--- src/rtl/fir_pkg.sv ---
package fir_pkg;
  typedef enum logic {
    ST_IDLE = 1'b0,
    ST_RUN  = 1'b1
  } fir_state_e;
endpackage

--- src/rtl/fir_mod_ptr.sv ---
// Modulo-N pointer: load, or step by one in the chosen direction with wrap.
module fir_mod_ptr #(
  parameter int N  = 8,
  parameter bit UP = 1'b1,
  localparam int AW = $clog2(N)
) (
  input  logic          clk,
  input  logic          rst_n,
  input  logic          load,
  input  logic [AW-1:0] load_val,
  input  logic          step,
  output logic [AW-1:0] ptr
);
  localparam logic [AW-1:0] LAST = AW'(N - 1);

  logic [AW-1:0] adv;
  logic [AW-1:0] ptr_nxt;

  generate
    if (UP) begin : g_up
      always_comb adv = (ptr == LAST) ? '0 : ptr + 1'b1;
    end else begin : g_down
      always_comb adv = (ptr == '0) ? LAST : ptr - 1'b1;
    end
  endgenerate

  always_comb begin
    ptr_nxt = ptr;
    if (load)      ptr_nxt = load_val;
    else if (step) ptr_nxt = adv;
  end

  always_ff @(posedge clk or negedge rst_n) begin
    if (!rst_n) ptr <= '0;
    else        ptr <= ptr_nxt;
  end
endmodule

--- src/rtl/fir_mac_unit.sv ---
// Multiply, rescale by arithmetic shift, accumulate into guarded register.
module fir_mac_unit #(
  parameter int DW    = 16,
  parameter int SHIFT = 11,
  parameter int ACC_W = 25
) (
  input  logic                    clk,
  input  logic                    rst_n,
  input  logic                    clr,
  input  logic                    en,
  input  logic signed [DW-1:0]    x,
  input  logic signed [DW-1:0]    c,
  output logic signed [ACC_W-1:0] acc_next
);
  logic signed [2*DW-1:0]  prod;
  logic signed [2*DW-1:0]  prod_sh;
  logic signed [ACC_W-1:0] term;
  logic signed [ACC_W-1:0] acc;

  always_comb begin
    prod     = x * c;
    prod_sh  = prod >>> SHIFT;
    term     = ACC_W'(prod_sh);
    acc_next = acc + term;
  end

  always_ff @(posedge clk or negedge rst_n) begin
    if (!rst_n)  acc <= '0;
    else if (clr) acc <= '0;
    else if (en)  acc <= acc_next;
  end
endmodule

--- src/rtl/fir_out_stage.sv ---
// Round half-up by RND fraction bits, then clamp into DW-bit signed range.
module fir_out_stage #(
  parameter int ACC_W = 25,
  parameter int DW    = 16,
  parameter int RND   = 4
) (
  input  logic signed [ACC_W-1:0] acc,
  output logic signed [DW-1:0]    y
);
  localparam int HALF = 1 << (RND - 1);
  localparam logic signed [ACC_W:0] MAXV = (ACC_W+1)'((2 ** (DW - 1)) - 1);
  localparam logic signed [ACC_W:0] MINV = -((ACC_W+1)'(2 ** (DW - 1)));

  logic signed [ACC_W:0] sum_r;
  logic signed [ACC_W:0] q;

  always_comb begin
    sum_r = $signed({acc[ACC_W-1], acc}) + $signed((ACC_W+1)'(HALF));
    q     = sum_r >>> RND;
    if (q > MAXV)      y = {1'b0, {(DW-1){1'b1}}};
    else if (q < MINV) y = {1'b1, {(DW-1){1'b0}}};
    else               y = DW'(q);
  end
endmodule

--- src/rtl/fir_mac_ring.sv ---
module fir_mac_ring #(
  parameter int TAPS = 8,
  parameter int DW   = 16,
  parameter int FRAC = 15,
  parameter int RND  = 4
) (
  input  logic                     clk,
  input  logic                     rst_n,
  input  logic                     s_valid,
  output logic                     s_ready,
  input  logic [DW-1:0]            s_data,
  input  logic                     coef_we,
  input  logic [$clog2(TAPS)-1:0]  coef_idx,
  input  logic [DW-1:0]            coef_data,
  output logic                     y_valid,
  output logic [DW-1:0]            y_data
);
  import fir_pkg::*;

  localparam int AW    = $clog2(TAPS);
  localparam int SHIFT = FRAC - RND;
  localparam int ACC_W = 2 * DW - SHIFT + AW + 1;
  localparam logic [AW-1:0] LAST_IDX = AW'(TAPS - 1);
  localparam logic [AW-1:0] FIRST_C  = AW'(1 % TAPS);

  fir_state_e state, state_nxt;
  logic [AW-1:0] cnt, cnt_nxt;
  logic          accept, run, last;

  logic [AW-1:0] wp, wp_back, sptr, cptr;

  logic signed [DW-1:0] ring  [TAPS];
  logic signed [DW-1:0] coefs [TAPS];
  logic signed [DW-1:0] xop, xop_nxt, cop, cop_nxt;

  logic signed [ACC_W-1:0] acc_next;
  logic signed [DW-1:0]    y_round;
  logic [DW-1:0]           y_data_nxt;
  logic                    y_valid_nxt;

  assign s_ready = (state == ST_IDLE);
  assign accept  = s_valid && s_ready;
  assign run     = (state == ST_RUN);
  assign last    = run && (cnt == LAST_IDX);
  assign wp_back = (wp == '0) ? LAST_IDX : wp - 1'b1;

  // Write position: newest sample lands here, then it moves up.
  fir_mod_ptr #(.N(TAPS), .UP(1'b1)) u_wptr (
    .clk(clk), .rst_n(rst_n), .load(1'b0), .load_val('0),
    .step(accept), .ptr(wp)
  );

  // Sample read pointer: starts one behind the newest, walks backward.
  fir_mod_ptr #(.N(TAPS), .UP(1'b0)) u_sptr (
    .clk(clk), .rst_n(rst_n), .load(accept), .load_val(wp_back),
    .step(run), .ptr(sptr)
  );

  // Coefficient pointer: starts at tap 1, walks forward.
  fir_mod_ptr #(.N(TAPS), .UP(1'b1)) u_cptr (
    .clk(clk), .rst_n(rst_n), .load(accept), .load_val(FIRST_C),
    .step(run), .ptr(cptr)
  );

  fir_mac_unit #(.DW(DW), .SHIFT(SHIFT), .ACC_W(ACC_W)) u_mac (
    .clk(clk), .rst_n(rst_n), .clr(accept), .en(run),
    .x(xop), .c(cop), .acc_next(acc_next)
  );

  fir_out_stage #(.ACC_W(ACC_W), .DW(DW), .RND(RND)) u_out (
    .acc(acc_next), .y(y_round)
  );

  // Next-state logic
  always_comb begin
    state_nxt   = state;
    cnt_nxt     = cnt;
    xop_nxt     = xop;
    cop_nxt     = cop;
    y_data_nxt  = y_data;
    y_valid_nxt = 1'b0;
    if (accept) begin
      state_nxt = ST_RUN;
      cnt_nxt   = '0;
      xop_nxt   = s_data;
      cop_nxt   = coefs[0];
    end else if (run) begin
      xop_nxt = ring[sptr];
      cop_nxt = coefs[cptr];
      cnt_nxt = cnt + 1'b1;
      if (last) begin
        state_nxt   = ST_IDLE;
        cnt_nxt     = '0;
        y_data_nxt  = y_round;
        y_valid_nxt = 1'b1;
      end
    end
  end

  always_ff @(posedge clk or negedge rst_n) begin
    if (!rst_n) begin
      state   <= ST_IDLE;
      cnt     <= '0;
      xop     <= '0;
      cop     <= '0;
      y_data  <= '0;
      y_valid <= 1'b0;
    end else begin
      state   <= state_nxt;
      cnt     <= cnt_nxt;
      xop     <= xop_nxt;
      cop     <= cop_nxt;
      y_data  <= y_data_nxt;
      y_valid <= y_valid_nxt;
    end
  end

  // Storage with explicit write enables
  generate
    for (genvar k = 0; k < TAPS; k++) begin : g_store
      logic ring_en, coef_en;
      assign ring_en = accept && (wp == AW'(k));
      assign coef_en = coef_we && s_ready && (coef_idx == AW'(k));
      always_ff @(posedge clk or negedge rst_n) begin
        if (!rst_n) begin
          ring[k]  <= '0;
          coefs[k] <= '0;
        end else begin
          if (ring_en) ring[k]  <= s_data;
          if (coef_en) coefs[k] <= coef_data;
        end
      end
    end
  endgenerate
endmodule

--- config.mk ---
export PLATFORM = sky130hd
export DESIGN_NAME = fir_mac_ring
export DESIGN_NICKNAME = d
export VERILOG_FILES = /design/src/rtl/fir_pkg.sv /design/src/rtl/fir_mod_ptr.sv /design/src/rtl/fir_mac_unit.sv /design/src/rtl/fir_out_stage.sv /design/src/rtl/fir_mac_ring.sv
export SDC_FILE = /design/constraint.sdc
export NUM_CORES = 1
export LEC_CHECK = 0
export BUFFER_PORTS_ARGS = -buffer_cell sky130_fd_sc_hd__buf_2
export CAP_MARGIN = 20
export CORE_MARGIN = 2
export CORE_UTILIZATION = 54
export CTS_CLUSTER_DIAMETER = 120
export CTS_CLUSTER_SIZE = 20
export DETAILED_ROUTE_END_ITERATION = 7
export PLACE_DENSITY = 0.7
export SLEW_MARGIN = 20
export SYNTH_ARGS = -nofsm -noshare
export SYNTH_HDL_FRONTEND = slang
export SYNTH_HIERARCHICAL = 1
export SYNTH_SLANG_ARGS = --single-unit
--- constraint.sdc ---
create_clock -name clk -period 29.3 [get_ports clk]
set_input_delay 4.395 -clock clk [delete_from_list [all_inputs] [get_ports clk]]
set_output_delay 4.395 -clock clk [all_outputs]
set_load 0.05 [all_outputs]
==> results of run 1 <==
[critical path: cells and delay by family, from the launching register on]
kind | cells | cell delay, ps
buf+inv | 4 | 200
xor+xnor | 1 | 140
simple gates | 9 | 1890
flops | 1 | 620
fa+ha+maj | 8 | 3720
mux | 1 | 320
compound gates | 13 | 3720
[cells in the final DEF, fill, tap and decap left out, types with 25 or more instances in the layout]
cell type	count
a21oi_1	30
a221oi_1	33
and2_1	120
buf_2	55
dfrtp_1	340
fa_1	262
ha_1	118
inv_1	312
mux2_2	262
mux2i_1	118
mux4_2	32
nand2_1	162
nor2_1	68
o2bb2ai_1	32
or2_2	33
xnor2_1	37
xor2_1	25
[sequential cells by signal, summed over array words and instances, names as in the netlist]
| name | flops |
|---|---|
| u_cptr/ptr | 3 |
| ring | 128 |
| u_wptr/ptr | 3 |
| u_sptr/ptr | 3 |
| cnt | 3 |
| coefs | 128 |
| y_valid | 1 |
| u_mac/acc | 25 |
| cop | 16 |
| xop | 16 |
| y_data | 16 |
| run | 1 |
[cell type report]
class / count / area (µm²) / area share [%]
Antenna cell: 1 / 2.50 / 0.00882
Clock buffer: 23 / 533 / 1.88
Clock inverter: 5 / 35.0 / 0.123
Inverter: 313 / 1170 / 4.14
Multi-Input combinational cell: 1593 / 16800 / 59.1
Sequential cell: 343 / 8590 / 30.3
Tap cell: 664 / 831 / 2.93
Timing Repair Buffer: 74 / 433 / 1.53
[metrics by stage]
step / hold slack (ps) / cells / instance area, µm² / worst slack [ps] / util [%]
2_1_floorplan: 459 / 2356 / 27000 / 19890 / -
3_3_place_gp: 476 / 2987 / 27800 / 18980 / 56.5
3_5_place_dp: 487 / 2987 / 27800 / 18640 / 56.5
4_1_cts: 505 / 3015 / 28400 / 18610 / 57.7
5_1_grt: 519 / 3016 / 28400 / 17880 / 57.7
6_report: 504 / 3016 / 28400 / 18550 / 57.7
[metal layers]
| metal | vias to the layer above | track usage [%] | part of all wire, % |
|---|---|---|---|
| met3 | 101 | 3.59 | 4.9 |
| met5 | - | 0 | 0.043 |
| met1 | 8970 | 34.3 | 45 |
| li1 | 7793 | - | - |
| met2 | 415 | 40.7 | 47 |
| met4 | 6 | 6.49 | 2.5 |
[how the worst min path moves through the flow]
stage	from	end	slack, ps	cells past startpoint
floorplan	cnt[0]$_DFFE_PN0P_	cnt[0]$_DFFE_PN0P_	460	1
global placement	cnt[0]$_DFFE_PN0P_	cnt[0]$_DFFE_PN0P_	480	1
detailed placement	coefs[82]$_DFFE_PN0P_	coefs[82]$_DFFE_PN0P_	490	1
CTS	coefs[82]$_DFFE_PN0P_	coefs[82]$_DFFE_PN0P_	510	1
global route	ring[106]$_DFFE_PN0P_	ring[106]$_DFFE_PN0P_	520	1
finish	coefs[82]$_DFFE_PN0P_	coefs[82]$_DFFE_PN0P_	500	1
==> results.tsv, run 1 <==
metric	value	unit
outcome	completed	
hpwl	44300	µm
ant_nets	0	
grt_use_total	24.6	%
fin_crit	10750	ps
end_kind	flop	
layout-drive-gt1-share	20.7	%
slew_headroom	22.9	%
cpMostUsedCell	fa_1	
wirelength	61200	µm
die_y	228	µm
slowest_delay	760	ps
cts-buffers-inserted	21	
worstPathMaxFanout	17	
vias	17300	
ff2ff_setup_slack	18550	ps
place.gp.congestion	0.885	
fin_setup_tns	0	ps
clock_tree.root_cell	clkbuf_16	
port_buffers	56	
fin_skew	16.2	ps
synth.yosys.warnings	6	
firstDrtPassIters	5	
grt_setup_unrepaired	no	
nNetsFinal	2765	
nFillCells	4083	
grt_max_degree	110	
die_w	228	µm
rr_endpoint	y_data[2]$_DFFE_PN0P_	
cp_data_arrival_time	11190	ps
cts_resized	0	
grt_pass1_vias	18500	
coreArea	0.0492	mm²
slowest_stage	a221oi_4	
dieArea	0.0518	mm²
grt_pass1_wl	99700	µm
syn_inst	2346	
clockBufferDepth	3	
crit_start	xop[6]$_DFFE_PN0P_	
post_cts_buffers	0	
clk_pin_slew	90	ps
cp-endpoint	y_data[2]$_DFFE_PN0P_	
hold_viol	0	
reg2regPathDepth	36	
slew_violations	0	
required	29730	ps
rows	81	
drcViolationCount	0	
grt_overflow_total	0	
h-tree-depth	1	
fmax	93.0	MHz
areaGrowthSynthToFinish	5.10	%
antenna_found_initial	6	
hold_path_class	reg2reg	
crit_path_start_kind	flop	
maxCapViolations	0	
avgViaCountPerCell	5.73	
cts_sinks	343	
rr_startpoint	xop[6]$_DFFE_PN0P_	
drt_iter0_drc	1040	
io_pins	57	
syn_area	0.0270	mm²
hold_buffers	0	
cts_tree	done	
initial_core_util	54.9	%
setup_viol	0	
period_share	36.7	%
worst_skew_pair.late_latency	560	ps
worst_pin_slew	1150	ps
critPathKind	reg2reg	
avgSynthCellArea	11.5	µm²
wl_per_cell	20.3	µm
Power of run 1 is not shown: default switching activity piles up to over one toggle a cycle in this logic, so the estimate is an artifact.
==> inputs of run 2 (changes only) <==
- clock period: 29.3 -> 11.2 ns (I/O delays scaled with it)
==> run 2 against run 1 <==
Net effect:
- final area increased by 0.51%
- first-iteration DRC count decreased by 1.8%
- non-clock buffer count increased by 7
- die area unchanged
- core utilization increased by 0.29 points
==> results.tsv, run 2 (synthesized netlist as in run 1, its figures left out) <==
metric	value	unit	change
critPathKind	reg2reg		
rows	81		unchanged
slowest_delay	810	ps	+50 ps
maxCapViolations	0		unchanged
final_cell_mix	dfrtp_1 (340), inv_1 (312), mux2_2 (262), fa_1 (262), nand2_1 (162)		
dieArea	0.0518	mm²	unchanged
diodes	0		-1
layout-drive-gt1-share	20.9	%	+0.25 points
layout_commonest_cell	dfrtp_1		
grt_pass1_wl	99500	µm	-0.21%
crit_path_start_kind	flop		
port_buffers	56		unchanged
h-tree-depth	1		unchanged
outcome	completed		
avgViaCountPerCell	5.68		-0.91%
coreArea	0.0492	mm²	unchanged
vias	17200		-0.61%
hold_path_class	reg2reg		
cts_resized	0		unchanged
fin_skew	22.4	ps	+6.18 ps
grt_max_degree	164		+49%
cp_data_arrival_time	10860	ps	-330 ps
fin_setup_tns	0	ps	unchanged
grt_pass1_vias	18200		-1.7%
grt_overflow_total	0		unchanged
cpMostUsedCell	fa_1		
slew_headroom	22.6	%	-0.36 points
end_kind	flop		
io_pins	57		unchanged
drcViolationCount	0		unchanged
clk_pin_slew	90	ps	about the same
slew_violations	0		unchanged
place.gp.congestion	0.865		-2.3%
grt_use_total	24.6	%	-0.048 points
areaGrowthSynthToFinish	5.63	%	
slowest_stage	dfrtp_1		
cts-buffers-inserted	22		+4.8%
grt_setup_unrepaired	no		
period_share	92.9	%	+56 points
drt_iter0_drc	1021		-1.8%
hold_viol	0		unchanged
nNetsFinal	2773		+0.29%
top_regs	coefs: 128 flops, ring: 128 flops, u_mac/acc: 25 flops		
die_y	228	µm	unchanged
worstPathMaxFanout	17		unchanged
required	11660	ps	-18070 ps
cts_sinks	343		unchanged
clockBufferDepth	3		unchanged
setup_viol	0		unchanged
initial_core_util	54.9	%	unchanged
antenna_found_initial	4		-2
nFillCells	4102		+0.47%
ant_nets	0		unchanged
hpwl	44200	µm	-0.15%
fin_crit	10400	ps	-349 ps
worst_pin_slew	1160	ps	+5.43 ps
cts_tree	done		
wirelength	61500	µm	+0.57%
firstDrtPassIters	6		+1
clock_tree.root_cell	clkbuf_16		
wl_per_cell	20.3	µm	+0.27%
fmax	96.1	MHz	+3.4%
worst_skew_pair.late_latency	570	ps	about the same
die_w	228	µm	unchanged
-- run 2: metal layers --
metal | track usage (%) | routed length [µm] | share of wire [%]
met1 | 34.8 | 28000 | 45
met2 | 41.2 | 29700 | 48
met3 | 2.59 | 2630 | 4.3
met4 | 5.31 | 1200 | 2.0
met5 | 0 | 30 | 0.049
-- run 2: critical path, delay by kind of cell (launching register included) --
| kind | cells | cell delay [ps] |
|---|---|---|
| adders and majority gates | 8 | 3520 |
| buffers and inverters | 6 | 590 |
| xor gates and xnor gates | 2 | 350 |
| and+or+nand+nor | 8 | 1300 |
| DFF | 1 | 810 |
| muxes | 1 | 300 |
| AOI/OAI and AO/OA | 12 | 3400 |
-- run 2: what timing repair did --
| action | in CTS | in global routing |
|---|---|---|
| hold endpoints to repair | 0 | 0 |
| buffers inserted | 0 | 1 |
| hold buffers | 0 | 0 |
| endpoints found under the setup margin | 0 | 15 |
-- run 2: area by class of cell --
cell class | count | area (µm²) | area share [%]
Clock buffer | 26 | 566 | 1.98
Clock inverter | 5 | 78.8 | 0.276
Inverter | 313 | 1170 | 4.12
Multi-Input combinational cell | 1593 | 16800 | 58.8
Sequential cell | 343 | 8590 | 30.1
Tap cell | 664 | 831 | 2.91
Timing Repair Buffer | 81 | 503 | 1.76
-- run 2: final timing paths --
check                      depth (start not counted)  slack [ps]             startpoint                      to
max                                               37         800     cop[9]$_DFFE_PN0P_   y_data[0]$_DFFE_PN0P_
min                                                1         510  coefs[86]$_DFFE_PN0P_   coefs[86]$_DFFE_PN0P_
max reg2reg                                       37         800     cop[9]$_DFFE_PN0P_   y_data[0]$_DFFE_PN0P_
min reg2reg                                        1         510  coefs[86]$_DFFE_PN0P_   coefs[86]$_DFFE_PN0P_
max in group asynchronous                          2        8460                  rst_n   coefs[60]$_DFFE_PN0P_
min in group asynchronous                          1        1140                  rst_n  y_data[12]$_DFFE_PN0P_
-- run 2: metrics by stage --
step           worst slack [ps]  hold slack (ps)  util (%)  instance area [µm²]  std cells
2_1_floorplan              1790              459         -                27000       2356
3_3_place_gp                897              474      56.7                27900       2993
3_5_place_dp                654              487      56.7                27900       2993
4_1_cts                     612              505      58.0                28500       3024
5_1_grt                    67.1              521      58.0                28500       3025
6_report                    798              506      58.0                28500       3025
Power of run 2 is left out for the same reason.
